**src/rtl/xbus_pkg.sv**
```systemverilog
package xbus_pkg;
  typedef enum logic [1:0] {
    XK_READ      = 2'd0,
    XK_WRITE     = 2'd1,
    XK_FETCH_EXT = 2'd2,
    XK_FETCH_INT = 2'd3
  } xkind_e;

  localparam int unsigned PH_W = 3;
  typedef logic [PH_W-1:0] phase_t;

  // sub-state positions inside one machine cycle
  localparam phase_t PH_ALE0    = 3'd0;
  localparam phase_t PH_TURN    = 3'd2;
  localparam phase_t PH_STB     = 3'd3;
  localparam phase_t PH_STRETCH = 3'd4;
  localparam phase_t PH_LAST    = 3'd5;
endpackage

```
**src/rtl/xbus_phase.sv**
```systemverilog
module xbus_phase
  import xbus_pkg::*;
#(
  parameter int unsigned WAIT_W = 3
) (
  input  logic              clk_i,
  input  logic              rst_ni,
  input  logic              stretch_en_i,
  input  logic [WAIT_W-1:0] wait_i,
  output phase_t            phase_o,
  output logic              last_strobe_o,
  output logic              cycle_end_o
);
  logic [WAIT_W-1:0] wcnt_q;
  logic              hold;

  assign hold          = stretch_en_i && (phase_o == PH_STRETCH) && (wcnt_q != wait_i);
  assign last_strobe_o = (phase_o == PH_STRETCH) && !hold;
  assign cycle_end_o   = (phase_o == PH_LAST);

  always_ff @(posedge clk_i or negedge rst_ni) begin
    if (!rst_ni) begin
      phase_o <= PH_LAST;
      wcnt_q  <= '0;
    end else if (hold) begin
      wcnt_q  <= wcnt_q + 1'b1;
    end else begin
      wcnt_q  <= '0;
      phase_o <= (phase_o == PH_LAST) ? PH_ALE0 : phase_o + 3'd1;
    end
  end

  a_r11_freeze_on_wait: assert property (@(posedge clk_i) disable iff (!rst_ni)
    hold |=> (phase_o == PH_STRETCH));
  a_r11_wait_bounded: assert property (@(posedge clk_i) disable iff (!rst_ni)
    (phase_o == PH_STRETCH) |-> (wcnt_q <= wait_i));
  a_r2_cycle_wraps: assert property (@(posedge clk_i) disable iff (!rst_ni)
    cycle_end_o |=> (phase_o == PH_ALE0));
endmodule

```
**src/rtl/xbus_req.sv**
```systemverilog
module xbus_req
  import xbus_pkg::*;
#(
  parameter int unsigned ADDR_W = 16,
  parameter int unsigned DATA_W = 8,
  parameter int unsigned WAIT_W = 3
) (
  input  logic              clk_i,
  input  logic              rst_ni,
  input  logic              cycle_end_i,
  input  logic              last_strobe_i,
  input  logic              req_i,
  input  logic [ADDR_W-1:0] addr_i,
  input  logic              we_i,
  input  logic              fetch_i,
  input  logic [DATA_W-1:0] wdata_i,
  input  logic [WAIT_W-1:0] wait_i,
  input  logic              ext_code_ni,
  input  logic [DATA_W-1:0] ad_i,
  output logic              active_o,
  output xkind_e            kind_o,
  output logic [ADDR_W-1:0] addr_o,
  output logic [DATA_W-1:0] wdata_o,
  output logic [WAIT_W-1:0] wait_o,
  output logic [DATA_W-1:0] rdata_o
);
  xkind_e kind_d;
  logic   samples;

  always_comb begin
    if (fetch_i)   kind_d = ext_code_ni ? XK_FETCH_INT : XK_FETCH_EXT;
    else if (we_i) kind_d = XK_WRITE;
    else           kind_d = XK_READ;
  end

  assign samples = active_o && last_strobe_i &&
                   (kind_o == XK_READ || kind_o == XK_FETCH_EXT);

  always_ff @(posedge clk_i or negedge rst_ni) begin
    if (!rst_ni) begin
      active_o <= 1'b0;
      kind_o   <= XK_READ;
      addr_o   <= '0;
      wdata_o  <= '0;
      wait_o   <= '0;
      rdata_o  <= '0;
    end else if (cycle_end_i) begin
      if (active_o) begin
        active_o <= 1'b0;
      end else if (req_i) begin
        active_o <= 1'b1;
        kind_o   <= kind_d;
        addr_o   <= addr_i;
        wdata_o  <= wdata_i;
        wait_o   <= (kind_d == XK_FETCH_INT) ? '0 : wait_i;
        rdata_o  <= '0;
      end
    end else if (samples) begin
      rdata_o <= ad_i;
    end
  end

  a_r9_fields_stable: assert property (@(posedge clk_i) disable iff (!rst_ni)
    (active_o && !cycle_end_i) |=> ($stable(addr_o) && $stable(kind_o) && $stable(wait_o)));
  a_r9_one_cycle_only: assert property (@(posedge clk_i) disable iff (!rst_ni)
    (active_o && cycle_end_i) |=> !active_o);
endmodule

```
**src/rtl/xbus_pins.sv**
```systemverilog
module xbus_pins
  import xbus_pkg::*;
#(
  parameter int unsigned ADDR_W = 16,
  parameter int unsigned DATA_W = 8,
  localparam int unsigned HI_W = ADDR_W - DATA_W
) (
  input  logic              active_i,
  input  xkind_e            kind_i,
  input  phase_t            phase_i,
  input  logic [ADDR_W-1:0] addr_i,
  input  logic [DATA_W-1:0] wdata_i,
  output logic              ale_o,
  output logic              psen_no,
  output logic              rd_no,
  output logic              wr_no,
  output logic [DATA_W-1:0] ad_o,
  output logic              ad_oe_o,
  output logic [HI_W-1:0]   ahi_o
);
  logic addr_ph, strobe_ph, ext;

  assign addr_ph   = phase_i < PH_TURN;
  assign strobe_ph = (phase_i == PH_STB) || (phase_i == PH_STRETCH);
  assign ext       = active_i && (kind_i != XK_FETCH_INT);

  assign ale_o   = addr_ph;
  assign ad_oe_o = ext && (addr_ph || kind_i == XK_WRITE);
  assign ad_o    = addr_ph ? addr_i[DATA_W-1:0] : wdata_i;
  assign ahi_o   = addr_i[ADDR_W-1:DATA_W];

  assign rd_no   = !(active_i && kind_i == XK_READ  && strobe_ph);
  assign wr_no   = !(active_i && kind_i == XK_WRITE && strobe_ph);
  // fetch strobe pulses twice: turnaround clock, then the stretchable clock
  assign psen_no = !(active_i && kind_i == XK_FETCH_EXT &&
                     (phase_i == PH_TURN || phase_i == PH_STRETCH));
endmodule

```
**src/rtl/xbus_ctrl.sv**
```systemverilog
module xbus_ctrl
  import xbus_pkg::*;
#(
  parameter int unsigned ADDR_W = 16,
  parameter int unsigned DATA_W = 8,
  parameter int unsigned WAIT_W = 3,
  localparam int unsigned HI_W = ADDR_W - DATA_W
) (
  input  logic              clk_i,
  input  logic              rst_ni,
  input  logic              req_i,
  input  logic [ADDR_W-1:0] addr_i,
  input  logic              we_i,
  input  logic              fetch_i,
  input  logic [DATA_W-1:0] wdata_i,
  input  logic [WAIT_W-1:0] wait_i,
  input  logic              ext_code_ni,
  output logic              done_o,
  output logic [DATA_W-1:0] rdata_o,
  output logic              int_fetch_o,
  output logic              ale_o,
  output logic              psen_no,
  output logic              rd_no,
  output logic              wr_no,
  output logic [DATA_W-1:0] ad_o,
  input  logic [DATA_W-1:0] ad_i,
  output logic              ad_oe_o,
  output logic [HI_W-1:0]   ahi_o
);
  phase_t            phase;
  logic              last_strobe, cycle_end, active;
  xkind_e            kind;
  logic [ADDR_W-1:0] acc_addr;
  logic [DATA_W-1:0] acc_wdata;
  logic [WAIT_W-1:0] acc_wait;

  xbus_phase #(.WAIT_W(WAIT_W)) u_phase (
    .clk_i        (clk_i),
    .rst_ni       (rst_ni),
    .stretch_en_i (active && kind != XK_FETCH_INT),
    .wait_i       (acc_wait),
    .phase_o      (phase),
    .last_strobe_o(last_strobe),
    .cycle_end_o  (cycle_end)
  );

  xbus_req #(.ADDR_W(ADDR_W), .DATA_W(DATA_W), .WAIT_W(WAIT_W)) u_req (
    .clk_i        (clk_i),
    .rst_ni       (rst_ni),
    .cycle_end_i  (cycle_end),
    .last_strobe_i(last_strobe),
    .req_i        (req_i),
    .addr_i       (addr_i),
    .we_i         (we_i),
    .fetch_i      (fetch_i),
    .wdata_i      (wdata_i),
    .wait_i       (wait_i),
    .ext_code_ni  (ext_code_ni),
    .ad_i         (ad_i),
    .active_o     (active),
    .kind_o       (kind),
    .addr_o       (acc_addr),
    .wdata_o      (acc_wdata),
    .wait_o       (acc_wait),
    .rdata_o      (rdata_o)
  );

  xbus_pins #(.ADDR_W(ADDR_W), .DATA_W(DATA_W)) u_pins (
    .active_i(active),
    .kind_i  (kind),
    .phase_i (phase),
    .addr_i  (acc_addr),
    .wdata_i (acc_wdata),
    .ale_o   (ale_o),
    .psen_no (psen_no),
    .rd_no   (rd_no),
    .wr_no   (wr_no),
    .ad_o    (ad_o),
    .ad_oe_o (ad_oe_o),
    .ahi_o   (ahi_o)
  );

  assign done_o      = active && cycle_end;
  assign int_fetch_o = done_o && (kind == XK_FETCH_INT);

  a_r10_one_strobe: assert property (@(posedge clk_i) disable iff (!rst_ni)
    $countones({!psen_no, !rd_no, !wr_no}) <= 1);
  a_r10_quiet_in_ale: assert property (@(posedge clk_i) disable iff (!rst_ni)
    ale_o |-> (psen_no && rd_no && wr_no));
  a_r2_ale_two_clocks: assert property (@(posedge clk_i) disable iff (!rst_ni)
    $rose(ale_o) |=> (ale_o ##1 !ale_o));
  a_r4_released_on_read: assert property (@(posedge clk_i) disable iff (!rst_ni)
    (!rd_no || !psen_no) |-> !ad_oe_o);
  a_r5_write_setup: assert property (@(posedge clk_i) disable iff (!rst_ni)
    $fell(wr_no) |-> $past(ad_oe_o));
  a_r5_write_hold: assert property (@(posedge clk_i) disable iff (!rst_ni)
    $rose(wr_no) |-> ad_oe_o);
  a_r9_done_single: assert property (@(posedge clk_i) disable iff (!rst_ni)
    done_o |=> !done_o);
  a_r7_internal_quiet: assert property (@(posedge clk_i) disable iff (!rst_ni)
    int_fetch_o |-> (psen_no && !ad_oe_o));
endmodule

```
**config.mk**
```make
export PLATFORM = sky130hd
export DESIGN_NAME = xbus_ctrl
export DESIGN_NICKNAME = d
export VERILOG_FILES = /design/src/rtl/xbus_pkg.sv /design/src/rtl/xbus_phase.sv /design/src/rtl/xbus_req.sv /design/src/rtl/xbus_pins.sv /design/src/rtl/xbus_ctrl.sv
export SDC_FILE = /design/constraint.sdc
export NUM_CORES = 1
export LEC_CHECK = 0
export BUFFER_PORTS_ARGS = -buffer_cell sky130_fd_sc_hd__buf_2
export CAP_MARGIN = 5
export CORE_UTILIZATION = 45
export DETAILED_ROUTE_END_ITERATION = 12
export PLACE_DENSITY_LB_ADDON = 0.05
export SETUP_SLACK_MARGIN = 0.5
export SLEW_MARGIN = 30
export SYNTH_ARGS = -nofsm -noshare
export SYNTH_HDL_FRONTEND = slang
export SYNTH_SLANG_ARGS = --single-unit
export TNS_END_PERCENT = 5
```
**constraint.sdc**
```tcl
create_clock -name clk_i -period 1.76 [get_ports clk_i]
set_input_delay 0.176 -clock clk_i [delete_from_list [all_inputs] [get_ports clk_i]]
set_output_delay 0.176 -clock clk_i [all_outputs]
set_load 0.02 [all_outputs]
```
# [Word level (Yosys, flattened, before mapping)]
# Index checks and enable logic that the tools add are counted.
[word_totals] romBits=0 out_inout_bits=31 word_cells=64 latch_bits=0 n_memories=0 register_bits=44 ramBits=0
[classes] magnitude_cmp=1 bitwise=1 n_mux=13 shift=0 add_sub_neg=2 n_div=0 n_eq_ne=12 mul=0 n_reduce_logical=27
[op_table] op="2-to-1 mux 8 bit" n=5
[op_table] op="logical AND 1 bit" n=15
[op_table] op="2-to-1 mux 3 bit" n=3
[op_table] op="adder 3 x 1 -> 3 bit, second input constant" n=2
[op_table] op="== test 2 bit, second input constant" n=3
[op_table] op="== test 3 x 2 -> 1 bit, second input constant" n=2
[op_table] op="== test 3 bit, second input constant" n=2
[op_table] op="!= test 2 bit, second input constant" n=3
[op_table] op="AND reduction 3 bit" n=2
[op_table] op="logical NOT 1 bit" n=4
[op_table] op="logical OR 1 bit" n=4
[op_table] op="2-to-1 mux 1 bit" n=4
[op_table] op="less-than comparator 3 x 2 -> 1 bit, second input constant" n=1
[op_table] op="!= test 3 bit" n=1
[op_table] op="== test 2 x 1 -> 1 bit, second input constant" n=1
[op_table] op="logical NOT 2 bit" n=1
[op_table] op="2-to-1 mux 2 bit" n=1
[op_table] op="nonzero test 2 bit" n=1
[op_table] op="NOT 1 bit" n=1

# [Logic depth before layout (Yosys ltp)]
[depth] word_depth=10 depth_mapped=7 mapped_depth_nobuf=4

# [Modules after synthesis]
# From an unflattened synthesis, not the netlist that was laid out.
[hier_totals] hier_cells=160 hier_area_um2=2160.8
[by_module_without_submodules] mod="xbus_req" n_inst=1 area_each_um2=1597.8 seq_area_each_um2=950.9 cells_each=103
[by_module_without_submodules] mod="xbus_phase" n_inst=1 area_each_um2=300.3 seq_area_each_um2=152.6 cells_each=26
[by_module_without_submodules] mod="xbus_pins" n_inst=1 area_each_um2=240.2 seq_area_each_um2=0.0 cells_each=28
[by_module_without_submodules] mod="xbus_ctrl" n_inst=1 area_each_um2=22.5 seq_area_each_um2=0.0 cells_each=3

# [Least setup slack after synthesis]
# No wires, ideal clock.
[synth_timing] kind="reg-to-reg" start="register u_phase.phase_o[0]" end="register u_req.addr_o[0]" arrival_time_ns=1.686 setup_slack_ns=-0.052 path_buffers=3 stages_incl_launch_ff=7 period_less_slack_ns=1.812 path_cell_list="dfstp_2 > buf_4 > nand3b_4 > or3b_1 > buf_6 > buf_12 > mux2_4"
[synth_via] elab_chain_cells=2
[synth_lines] item="from (decl)" line="xbus_phase.sv:10" source="output phase_t phase_o,"
[synth_lines] item="from (signal assigned)" line="xbus_phase.sv:29" source="phase_o <= (phase_o == PH_LAST) ? PH_ALE0 : phase_o + 3'd1;"
[synth_lines] item="== test 3 bit" line="xbus_phase.sv:19" source="assign cycle_end_o = (phase_o == PH_LAST);"
[synth_lines] item="AND reduction 3 bit (no line)"
[synth_lines] item="to (signal assigned)" line="xbus_req.sv:53" source="addr_o <= addr_i;"
[synth_lines] item="to (decl)" line="xbus_req.sv:22" source="output logic [ADDR_W-1:0] addr_o,"
# No other way between the ends.
# A chain may end at the register's enable or synchronous reset.

# [Worst setup path after layout]
[layout_timing] start="register u_phase.phase_o[2]" end="output int_fetch_o"
[layout_via] elab_chain_cells=3
[layout_lines] item="== test 3 bit" line="xbus_phase.sv:19"
[layout_lines] item="logical AND 1 bit" line="xbus_ctrl.sv:83" source="assign done_o = active && cycle_end;"
[layout_lines] item="logical AND 1 bit" line="xbus_ctrl.sv:84" source="assign int_fetch_o = done_o && (kind == XK_FETCH_INT);"
[layout_lines] item="to (decl)" line="xbus_ctrl.sv:20" source="output logic int_fetch_o,"
# No other way between the ends.

==> flow_metrics.tcl <==
set metrics [dict create \
    post_drt_wl_per_cell_microns 14.29 \
    grtUsageTotal 0.1825 \
    top_layer_used "met4" \
    hold_slack_ns 0.1053 \
    cts_buffer_depth 2 \
    final_cell_mix "62 x buf_2, 42 x dfrtp_1, 22 x mux2_4" \
    wl_mm 4.600 \
    grt_pass1_wl_mm 7.238 \
    path_cells "buf_6 -> nor2b_4 -> and3_4 -> nor2b_1 -> buf_4" \
    place_congestion 0.7044 \
    max_stage_delay_ns 0.54 \
    fmax_mhz 573.7 \
    syn_nets 217 \
    nFillCells 395 \
    syn_area_per_cell_sq_um 12.61 \
    seq_area_sq_um 1104 \
    initial_core_util 0.4673 \
    drc 0 \
    slowest_stage "dfstp_2" \
    setup_viol_count_final 0 \
    syn_inst 175 \
    synth-seq-area-share 0.5000 \
    route.met3.wl_microns 215 \
    mostFrequentLayoutCell "buf_2" \
    clk-insertion-delay-late_ns 0.29 \
    fin_area_sq_um 2865 \
    required_ns 1.58 \
    row_count 25 \
    p_per_area_nw_per_um2 1725 \
    yosysWarnings 0 \
    place_area_sq_um 2600 \
    drt-met1-wl_mm 2.000 \
    cts_buffers 5 \
    drive_above_1_share 0.5725 \
    die-area_sq_um 5189 \
    port_buffers 71 \
    ir_worst_vdd_uv 1189 \
    htreeDepth 2 \
    met2_length_mm 2.313 \
    finalNetCount 296 \
    antenna_found_initial 0 \
    drtIter0Drc 72 \
    grt_max_degree 28 \
    cp-end-kind "primary output" \
    maxSlewViolCount 0 \
    crit_arrival_ns 1.57 \
    hold_viol_final 0 \
    place_hpwl_mm 3.277 \
    synth_area_sq_um 2207 \
    fin_crit_ns 1.743 \
    outcome "complete, no violations" \
    clk_pin_slew_ns 0.08 \
    yosysUniqueCellTypes 34 \
    fp.dieH_microns 72.04 \
    viasPerCell 4.870 \
    core_area_sq_um 4723 \
    cts_root_buffer "clkbuf_8" \
    crit_fanout 7 \
    cts_tree "yes" \
    antenna_cells 0 \
    post-route-period-util 0.9904 \
    grt_pass1_vias 1560 \
    synth_seq_cells 44 \
    clock_sinks 44 \
    cp-start-kind "flop" \
    hold_path.class "primary input to flop" \
    io_pins 72 \
    power.leakage_uw 0.001516 \
    synthArstFlopShare 1.000 \
    relSlewSlack 0.7168 \
    drt_first_pass_iters 3 \
    grt-ovfl-total 0 \
    syn2layout_area_growth_pct 29.82 \
    rsz0062_at_grt "true" \
    skew_ns 0.005431 \
    die_w_microns 72.04 \
    ant_nets 0 \
    worst_pin_slew_ns 0.4247 \
    synth_flop_cell "dfrtp_1" \
    crit_type "flop to primary output" \
    maxCapViolCount 0 \
    multi_input_area_sq_um 994.7 \
    vias 1568 \
    synth_edf_count 0 \
]
==> metal layers <==
metal	GRT usage	up-vias
li1	-	768
met1	0.2327	749
met2	0.2987	43
met3	0.05139	8
met4	0.06536	0
met5	0	-
==> worst paths after layout <==
path                            slack, ns                             end  cells after the start                           start
max in group asynchronous            0.82  u_phase.phase_o[2]$_DFFE_PN1N_                      3                          rst_ni
worst min-delay path                 0.11     u_req.addr_o[0]$_DFFE_PN0P_                      2                       addr_i[0]
worst max register to register       0.02    u_req.wdata_o[0]$_DFFE_PN0P_                      5  u_phase.phase_o[2]$_DFFE_PN1N_
worst max-delay path                 0.02                     int_fetch_o                      5  u_phase.phase_o[2]$_DFFE_PN1N_
worst min register to register       0.48     u_phase.wcnt_q[0]$_DFF_PN0_                      1     u_phase.wcnt_q[0]$_DFF_PN0_
min in group asynchronous            0.38     u_req.addr_o[0]$_DFFE_PN0P_                      2                          rst_ni
==> cells in the mapped netlist (all sizes together), types with 2 or more instances <==
cell    number  area (sq um)
a21oi        7         35.03
a221o        7         70.07
and2         3         18.77
and3         2         12.51
buf         17         158.9
clkbuf       2         7.510
dfrtp       42          1051
dfstp        2         52.55
mux2        34         461.7
nand2       21         78.83
nand3        3         15.01
nor2         5         21.27
nor2b        3         18.77
nor3         2         10.01
nor3b        2         15.01
o21ai        7         35.03
xor2         4         35.03
==> metrics by stage <==
| stage | setup slack [ns] | util | setup TNS [ns] | std cells | total power (uW) |
|---|---|---|---|---|---|
| global placement | 0.02177 | 0.5505 | 0 | 305 | 3868 |
| global route | -0.06326 | 0.6066 | -0.4899 | 322 | 5256 |
| floorplan | -0.004985 | - | -0.09969 | 175 | 3433 |
| finish | 0.01688 | 0.6066 | 0 | 322 | 4943 |
| CTS | 0.003539 | 0.5942 | 0 | 321 | 4865 |
| detailed placement | -0.01949 | 0.5505 | -0.1803 | 305 | 3936 |
==> area by class of cell <==
type / count / share of cell area
Timing Repair Buffer: 90 / 0.2022
Inverter: 1 / 0.001310
Multi-Input combinational cell: 112 / 0.3472
Clock buffer: 8 / 0.03493
Tap cell: 67 / 0.02926
Sequential cell: 44 / 0.3852
==> worst max-delay path: cells and delay by family (launching register included) <==
family	cells	cell delay, ns
AND/OR/NAND/NOR	3	0.44
buffers and inverters	2	0.29
flip-flops	1	0.54
==> flip-flops by register name (all words and copies together) (netlist names) <==
register,flops
u_req.wdata_o,8
u_req.addr_o,16
u_req.kind_o,2
u_req.active_o,1
u_req.rdata_o,8
u_req.wait_o,3
u_phase.wcnt_q,3
u_phase.phase_o,3
==> kinds of logic (layout without fill, tap and decap cells) <==
kind of cell,after synthesis,in the layout,synth area share
compound gates,23,23,0.07030
simple gates,47,48,0.1134
mux,35,35,0.2137
xor+xnor,5,5,0.01984
fa+ha+maj,1,1,0.005668
flops,44,44,0.5000
buf+inv,20,99,0.07710
==> where the power goes <==
group	switching, uW	internal, uW	total (uW)
clock	333	359	691
sequential	275	1450	1720
combinational	1220	1310	2530
==> what timing repair did <==
item	4_1_cts	5_1_grt
hold buffers	1	0
gates resized for setup	12	18
gates cloned	1	0
buffers inserted	6	1
pin swaps	3	4
hold endpoints to repair	17	0
endpoints found under the setup margin	58	58
Note: power is estimated with default switching activity, not from simulation.
